[src/rtl/modtmr_pkg.sv]
package modtmr_pkg;
  localparam int AW = 8;
  localparam int DW = 32;
  localparam logic [AW-1:0] OFS_CTRL = 8'h00;
  localparam logic [AW-1:0] OFS_CNT  = 8'h04;
  localparam logic [AW-1:0] OFS_MOD  = 8'h08;
  localparam logic [AW-1:0] OFS_INIT = 8'h4C;
  localparam int PS_LSB   = 0;
  localparam int SEL_LSB  = 3;
  localparam int SEL_W    = 2;
  localparam int IE_BIT   = 6;
  localparam int FLAG_BIT = 7;
endpackage

[src/rtl/modtmr_presc.sv]
module modtmr_presc #(
  parameter int PSW = 3
) (
  input  logic           clk,
  input  logic           rst,
  input  logic           run,
  input  logic [PSW-1:0] ps,
  output logic           tick
);
  localparam int DIVW = (1 << PSW) - 1;

  logic [DIVW-1:0] div;
  logic [DIVW-1:0] mask;

  always_comb begin
    mask = ({{(DIVW-1){1'b0}}, 1'b1} << ps) - {{(DIVW-1){1'b0}}, 1'b1};
    tick = run && (div == mask);
  end

  always_ff @(posedge clk) begin
    if (rst || !run) div <= '0;
    else if (div == mask) div <= '0;
    else div <= div + 1'b1;
  end

  assert_div_restart_R8: assert property (@(posedge clk) disable iff (rst)
    !run |=> (div == '0));
endmodule

[src/rtl/modtmr_count.sv]
module modtmr_count #(
  parameter int CW = 16
) (
  input  logic          clk,
  input  logic          rst,
  input  logic          tick,
  input  logic          cnt_wr,
  input  logic [CW-1:0] init_act,
  input  logic [CW-1:0] mod_act,
  output logic [CW-1:0] cnt,
  output logic          ovf
);
  logic at_lim;

  always_comb begin
    at_lim = (cnt == mod_act);
    ovf    = tick && at_lim && !cnt_wr;
  end

  always_ff @(posedge clk) begin
    if (rst) cnt <= '0;
    else if (cnt_wr) cnt <= init_act;
    else if (tick) cnt <= at_lim ? init_act : cnt + 1'b1;
  end

  assert_cnt_write_loads_init_R4: assert property (@(posedge clk) disable iff (rst)
    cnt_wr |=> (cnt == $past(init_act)));
  assert_cnt_step_R2: assert property (@(posedge clk) disable iff (rst)
    (tick && !cnt_wr && (cnt != mod_act)) |=> (cnt == $past(cnt) + 1'b1));
  assert_cnt_wrap_R2: assert property (@(posedge clk) disable iff (rst)
    ovf |=> (cnt == $past(init_act)));
endmodule

[src/rtl/modtmr_regs.sv]
module modtmr_regs
  import modtmr_pkg::*;
#(
  parameter int CW  = 16,
  parameter int PSW = 3
) (
  input  logic           clk,
  input  logic           rst,
  input  logic           wr_en,
  input  logic           rd_en,
  input  logic [AW-1:0]  addr,
  input  logic [DW-1:0]  wdata,
  input  logic [CW-1:0]  cnt,
  input  logic           ovf,
  output logic [DW-1:0]  rdata,
  output logic           irq,
  output logic           run,
  output logic [PSW-1:0] ps,
  output logic [CW-1:0]  mod_act,
  output logic [CW-1:0]  init_act,
  output logic           cnt_wr
);
  logic [SEL_W-1:0] sel_q;
  logic             ie_q, flag_q, armed_q;
  logic             flag_d, ie_d;
  logic [CW-1:0]    mod_buf, init_buf;
  logic             wr_ctrl, wr_mod, wr_init, rd_ctrl;
  logic [DW-1:0]    rd_mux;

  always_comb begin
    wr_ctrl = wr_en && (addr == OFS_CTRL);
    cnt_wr  = wr_en && (addr == OFS_CNT);
    wr_mod  = wr_en && (addr == OFS_MOD);
    wr_init = wr_en && (addr == OFS_INIT);
    rd_ctrl = rd_en && (addr == OFS_CTRL);
    run     = (sel_q != '0);

    flag_d = flag_q;
    if (wr_ctrl && !wdata[FLAG_BIT] && armed_q) flag_d = 1'b0;
    if (ovf) flag_d = 1'b1;
    ie_d = wr_ctrl ? wdata[IE_BIT] : ie_q;
  end

  always_ff @(posedge clk) begin
    if (rst) begin
      sel_q   <= '0;
      ps      <= '0;
      ie_q    <= 1'b0;
      flag_q  <= 1'b0;
      armed_q <= 1'b0;
      irq     <= 1'b0;
    end else begin
      flag_q <= flag_d;
      ie_q   <= ie_d;
      irq    <= flag_d && ie_d;
      if (wr_ctrl) begin
        sel_q   <= wdata[SEL_LSB +: SEL_W];
        ps      <= wdata[PS_LSB +: PSW];
        armed_q <= 1'b0;
      end else if (rd_ctrl && flag_q) begin
        armed_q <= 1'b1;
      end
    end
  end

  always_ff @(posedge clk) begin
    if (rst) begin
      mod_buf  <= '1;
      init_buf <= '0;
      mod_act  <= '1;
      init_act <= '0;
    end else begin
      if (wr_mod)  mod_buf  <= wdata[CW-1:0];
      if (wr_init) init_buf <= wdata[CW-1:0];
      if (!run) begin
        mod_act  <= mod_buf;
        init_act <= init_buf;
      end
    end
  end

  always_comb begin
    rd_mux = '0;
    case (addr)
      OFS_CTRL: begin
        rd_mux[PS_LSB +: PSW]    = ps;
        rd_mux[SEL_LSB +: SEL_W] = sel_q;
        rd_mux[IE_BIT]           = ie_q;
        rd_mux[FLAG_BIT]         = flag_q;
      end
      OFS_CNT:  rd_mux[CW-1:0] = cnt;
      OFS_MOD:  rd_mux[CW-1:0] = mod_buf;
      OFS_INIT: rd_mux[CW-1:0] = init_buf;
      default:  rd_mux = '0;
    endcase
  end

  always_ff @(posedge clk) begin
    if (rst) rdata <= '0;
    else if (rd_en) rdata <= rd_mux;
  end

  assert_flag_on_overflow_R3: assert property (@(posedge clk) disable iff (rst)
    ovf |=> flag_q);
  assert_active_frozen_R5: assert property (@(posedge clk) disable iff (rst)
    run |=> ($stable(mod_act) && $stable(init_act)));
  assert_irq_needs_flag_R9: assert property (@(posedge clk) disable iff (rst)
    !flag_q |-> !irq);
  assert_write_one_keeps_flag_R10: assert property (@(posedge clk) disable iff (rst)
    (wr_ctrl && wdata[FLAG_BIT] && !ovf) |=> (flag_q == $past(flag_q)));
  assert_unarmed_keeps_flag_R10: assert property (@(posedge clk) disable iff (rst)
    (wr_ctrl && !armed_q && flag_q) |=> flag_q);
endmodule

[src/rtl/modtmr_top.sv]
module modtmr_top
  import modtmr_pkg::*;
#(
  parameter int CW  = 16,
  parameter int PSW = 3
) (
  input  logic          clk,
  input  logic          rst,
  input  logic          wr_en,
  input  logic          rd_en,
  input  logic [7:0]    addr,
  input  logic [31:0]   wdata,
  output logic [31:0]   rdata,
  output logic          irq
);
  logic           run, tick, cnt_wr, ovf;
  logic [PSW-1:0] ps;
  logic [CW-1:0]  mod_act, init_act, cnt;

  modtmr_regs #(.CW(CW), .PSW(PSW)) u_regs (
    .clk(clk), .rst(rst), .wr_en(wr_en), .rd_en(rd_en), .addr(addr),
    .wdata(wdata), .cnt(cnt), .ovf(ovf), .rdata(rdata), .irq(irq),
    .run(run), .ps(ps), .mod_act(mod_act), .init_act(init_act),
    .cnt_wr(cnt_wr)
  );

  modtmr_presc #(.PSW(PSW)) u_presc (
    .clk(clk), .rst(rst), .run(run), .ps(ps), .tick(tick)
  );

  modtmr_count #(.CW(CW)) u_count (
    .clk(clk), .rst(rst), .tick(tick), .cnt_wr(cnt_wr),
    .init_act(init_act), .mod_act(mod_act), .cnt(cnt), .ovf(ovf)
  );

  assert_stopped_holds_R7: assert property (@(posedge clk) disable iff (rst)
    (!run && !cnt_wr) |=> $stable(cnt));
  assert_no_tick_when_stopped_R7: assert property (@(posedge clk) disable iff (rst)
    !run |-> !tick);
endmodule

[config.mk]
export PLATFORM = sky130hd
export DESIGN_NAME = modtmr_top
export DESIGN_NICKNAME = d
export VERILOG_FILES = /design/src/rtl/modtmr_pkg.sv /design/src/rtl/modtmr_presc.sv /design/src/rtl/modtmr_count.sv /design/src/rtl/modtmr_regs.sv /design/src/rtl/modtmr_top.sv
export SDC_FILE = /design/constraint.sdc
export NUM_CORES = 1
export LEC_CHECK = 0
export CORE_ASPECT_RATIO = 1.1
export CORE_UTILIZATION = 45
export CTS_CLUSTER_SIZE = 12
export DETAILED_ROUTE_END_ITERATION = 6
export PLACE_DENSITY = 0.77
export SKIP_CTS_REPAIR_TIMING = 1
export SLEW_MARGIN = 5
export SYNTH_ARGS = -nofsm -noshare
export SYNTH_HDL_FRONTEND = slang
export SYNTH_SLANG_ARGS = --single-unit
[constraint.sdc]
create_clock -name clk -period 3.1 [get_ports clk]
set_input_delay 0.62 -clock clk [delete_from_list [all_inputs] [get_ports clk]]
set_output_delay 0.62 -clock clk [all_outputs]
set_load 0.02 [all_outputs]
==> Flow_metrics.wiki <==
{| class="wikitable"
! Metric !! Value
|-
| Status || finished clean
|-
| Final setup violation count || 0
|-
| WL/cell || 15.66 µm
|-
| Worst setup slack after placement || -45.71 ps
|-
| Unrepaired setup endpoints after global routing || no
|-
| Worst setup margin || 294.7 ps
|-
| Post-Syn Area per Cell || 7.810 µm²
|-
| Die Area || 12400 µm²
|-
| Share of the yosys chip area belonging to registers || 41.66%
|-
| Detail-routed via count per cell || 5.727
|-
| Post-Synthesis Cells || 689
|-
| Arr. time, crit path || 3040 ps
|-
| Critical Path Source || addr[7]
|-
| Inserted Clock Buffers || 9
|-
| Power, Total || 0.002762 W
|-
| Critical register-to-register path startpoint || u_count.cnt[0]
|-
| Total DRC errors in the routed layout || 0
|-
| TritonCTS clock tree || yes
|-
| Cell chosen for the clock root || sky130_fd_sc_hd__clkbuf_16
|-
| Worst VDD drop || 0.3106 mV
|-
| # port buffers || 44
|-
| Cell depth of the worst min-delay path || 2
|-
| Overall track demand over capacity in global routing || 23.12%
|-
| Kind of start point of the critical path || input port
|-
| Area Growth Syn to Fin || 16.65%
|-
| Power density over cell area || 440.0 nW/µm²
|-
| H-tree depth || 3
|-
| Ant. Diodes || 0
|-
| Final #Nets || 767
|-
| Longest Clk Path Bufs || 2
|-
| Utilization of the core after routing || 54.38%
|-
| Hold violation total from the final report || 0
|-
| Share of flip-flops with an asynchronous set or reset after synthesis || 0%
|-
| Static leakage || 2.296 nW
|-
| Fraction of final layout cells sized beyond drive strength 1 || 8.127%
|-
| R2R Path End || u_count.cnt[11]
|-
| Initial cell density of the core || 46.62%
|-
| Initial DRC count || 466
|-
| Timing-limited maximum frequency || 0.3565 GHz
|-
| Dpl cells || 860
|-
| Count of final max-slew check failures || 0
|-
| Pin count of the biggest net entering global routing || 64
|-
| Share of the clock period used by the worst path || 90.49%
|-
| Clock insertion delay at the later pin of the skew report || 350 ps
|-
| Setup crit end || u_count.cnt[4]
|-
| Chip height || 116.7 µm
|-
| Number of antenna violations at the first check in global routing || 0
|-
| Post-Route WL || 13720 µm
|-
| Post-detailed-placement half-perimeter wirelength || 9731 µm
|-
| Maximum capacitance violations || 0
|-
| Sink count of the clock tree || 112
|-
| Setup CP Type || input port to flip-flop
|-
| Transition at the pin with the smallest max-transition slack || 700.1 ps
|-
| Total iterations of the first detailed-routing run || 5
|-
| Number of I/O pins || 77
|-
| Post-synth cell types || 56
|-
| Worst rel slew slack || 53.27%
|-
| Setup crit end kind || flip-flop
|-
| Overall via count from detail_route || 5017
|-
| Minimum hold slack || 454.9 ps
|-
| Minimum setup slack among reg-to-reg paths || 320 ps
|-
| Clk slew on worst S/H paths || 70 ps
|-
| Routed Antenna Nets || 0
|-
| Classification of the worst-slack hold path || flip-flop to flip-flop
|-
| FF+latch count, synth || 112
|-
| Depth of the worst register-to-register path || 8
|-
| Endpoint required time on the critical path || 3340 ps
|-
| Primary flip-flop cell chosen by synthesis mapping || sky130_fd_sc_hd__dfxtp_1
|-
| First-pass GRT wire length || 22670 µm
|-
| Sum of overflow across all layers after global routing || 0
|-
| Worst-case clock skew || 5.016 ps
|-
| Non-filler cells, final || 876
|-
| Number of enable flip-flop cells after synthesis || 0
|-
| Number of cell rows || 41
|-
| Crit-path max FO || 7
|-
| Final critical path time including I/O delays and setup || 2805 ps
|-
| Gp weighted congestion || 0.8539
|-
| Syn. warnings || 0
|-
| Horiz. Die Dim || 106.3 µm
|-
| Cell area after synthesis || 5381 µm²
|-
| Number of global-route vias before repair || 4718
|-
| Area of the core || 11540 µm²
|}
==> registers in the layout, summed over array words and instances (netlist names), 2 cells and up <==
signal and count:
u_count.cnt 16, u_regs.sel_q 2, u_regs.mod_act 16, u_regs.init_act 16
u_regs.mod_buf 16, u_regs.ps 3, u_presc.div 7, u_regs.rdata 16
u_regs.init_buf 16
==> worst max-delay path, cell delays in order <==
cell and delay (ps):
sky130_fd_sc_hd__clkdlybuf4s50_1 390, sky130_fd_sc_hd__or4_1 660, sky130_fd_sc_hd__nor4_1 410, sky130_fd_sc_hd__and2_1 280, sky130_fd_sc_hd__nor2_1 160, sky130_fd_sc_hd__and3_1 260
sky130_fd_sc_hd__a221oi_1 200, sky130_fd_sc_hd__nor2_1 60
==> how the worst min path moves through the flow <==
stage,slack [ps],start,endpoint
after floorplan,430,u_regs.init_act[9],u_count.cnt[9]
after global placement,440,u_regs.init_act[9],u_count.cnt[9]
after detailed placement,450,u_regs.init_act[15],u_regs.init_act[15]
after CTS,460,u_regs.init_act[15],u_regs.init_act[15]
after global routing,480,u_regs.init_act[11],u_regs.init_act[11]
final,450,u_regs.init_act[15],u_regs.init_act[15]
==> logic make-up (layout without fill, tap and decap cells) <==
| family | Yosys count | in the layout | share of synthesized area, % |
|---|---|---|---|
| multiplexers | 6 | 6 | 1.186 |
| XOR/XNOR | 23 | 23 | 3.743 |
| buffers and inverters | 71 | 93 | 6.673 |
| other | 1 | 16 | 0.06968 |
| AO/OA/AOI/OAI | 140 | 140 | 16.32 |
| flip-flops | 112 | 112 | 41.66 |
| adder cells (fa/ha/maj) | 2 | 2 | 0.4649 |
| AND/OR/NAND/NOR | 334 | 334 | 29.88 |
==> cells in the mapped netlist, types with 5 or more instances <==
library cell	instances	area, µm²
sky130_fd_sc_hd__nand2_1	158	593.1
sky130_fd_sc_hd__dfxtp_1	112	2242
sky130_fd_sc_hd__a21oi_1	67	335.3
sky130_fd_sc_hd__nor2_1	56	210.2
sky130_fd_sc_hd__clkbuf_1	38	142.6
sky130_fd_sc_hd__nand3b_1	32	240.2
sky130_fd_sc_hd__nand3_1	29	145.1
sky130_fd_sc_hd__xnor2_1	20	175.2
sky130_fd_sc_hd__buf_4	18	135.1
sky130_fd_sc_hd__a22oi_1	16	120.1
sky130_fd_sc_hd__o21ai_0	16	80.08
sky130_fd_sc_hd__nor3_1	13	65.06
sky130_fd_sc_hd__nand4_1	9	56.30
sky130_fd_sc_hd__and2_1	8	50.05
sky130_fd_sc_hd__buf_2	8	40.04
sky130_fd_sc_hd__and3_1	7	43.79
sky130_fd_sc_hd__o211ai_1	6	45.04
sky130_fd_sc_hd__a222oi_1	5	50.05
sky130_fd_sc_hd__inv_1	5	18.77
==> power by group <==
part	switching (W)	leakage [nW]	internal [W]	total, W
combinational	0.0000749	1.25	0.0000512	0.000126
sequential	0.00000226	0.903	0.00144	0.00144
clock	0.000539	0.143	0.000655	0.00119
total	0.000616	2.30	0.00215	0.00276
==> area by class of cell <==
type	count	area (µm²)
clock buffer	11	242.7
clock inverter	5	62.56
multi-input combinational	521	2853
sequential	112	2242
fill	1045	5265
inverter	5	18.77
timing repair buffer	72	670.6
tap	150	187.7
==> layout by cell type, fill, tap and decap left out, types with 5 or more instances in the layout <==
cell type / synthesis / final
sky130_fd_sc_hd__dfxtp_1: 112 / 112
sky130_fd_sc_hd__nor2_1: 56 / 55
sky130_fd_sc_hd__a21oi_1: 67 / 67
sky130_fd_sc_hd__nand4_1: 9 / 9
sky130_fd_sc_hd__o211ai_1: 6 / 6
sky130_fd_sc_hd__a222oi_1: 5 / 5
sky130_fd_sc_hd__and2_1: 8 / 8
sky130_fd_sc_hd__nand2_1: 158 / 158
sky130_fd_sc_hd__nand3_1: 29 / 29
sky130_fd_sc_hd__clkbuf_16: 0 / 9
sky130_fd_sc_hd__a22oi_1: 16 / 16
sky130_fd_sc_hd__conb_1: 1 / 16
sky130_fd_sc_hd__xnor2_1: 20 / 20
sky130_fd_sc_hd__buf_4: 18 / 26
sky130_fd_sc_hd__nor3_1: 13 / 12
sky130_fd_sc_hd__clkdlybuf4s50_1: 0 / 43
sky130_fd_sc_hd__nand3b_1: 32 / 32
sky130_fd_sc_hd__inv_1: 5 / 5
sky130_fd_sc_hd__o21ai_0: 16 / 16
sky130_fd_sc_hd__and3_1: 7 / 7
==> per-stage QoR <==
step	TNS [ps]	instance area, µm²
after detailed placement	-116.3	5972
after floorplan	0	5438
final	0	6277
after global placement	0	5972
after CTS	0	6277
after global routing	0	6277
==> per-layer routing <==
metal | part of all wire (%) | wire length (µm) | global-route usage, % | vias up
li1 | - | - | - | 2418
met1 | 43 | 5870 | 28.81 | 2346
met2 | 49 | 6670 | 39.44 | 229
met3 | 6.0 | 828 | 4.185 | 24
met4 | 2.5 | 345 | 9.815 | 0
met5 | 0 | 0 | 0 | -
(Power assumes the default switching activity.)
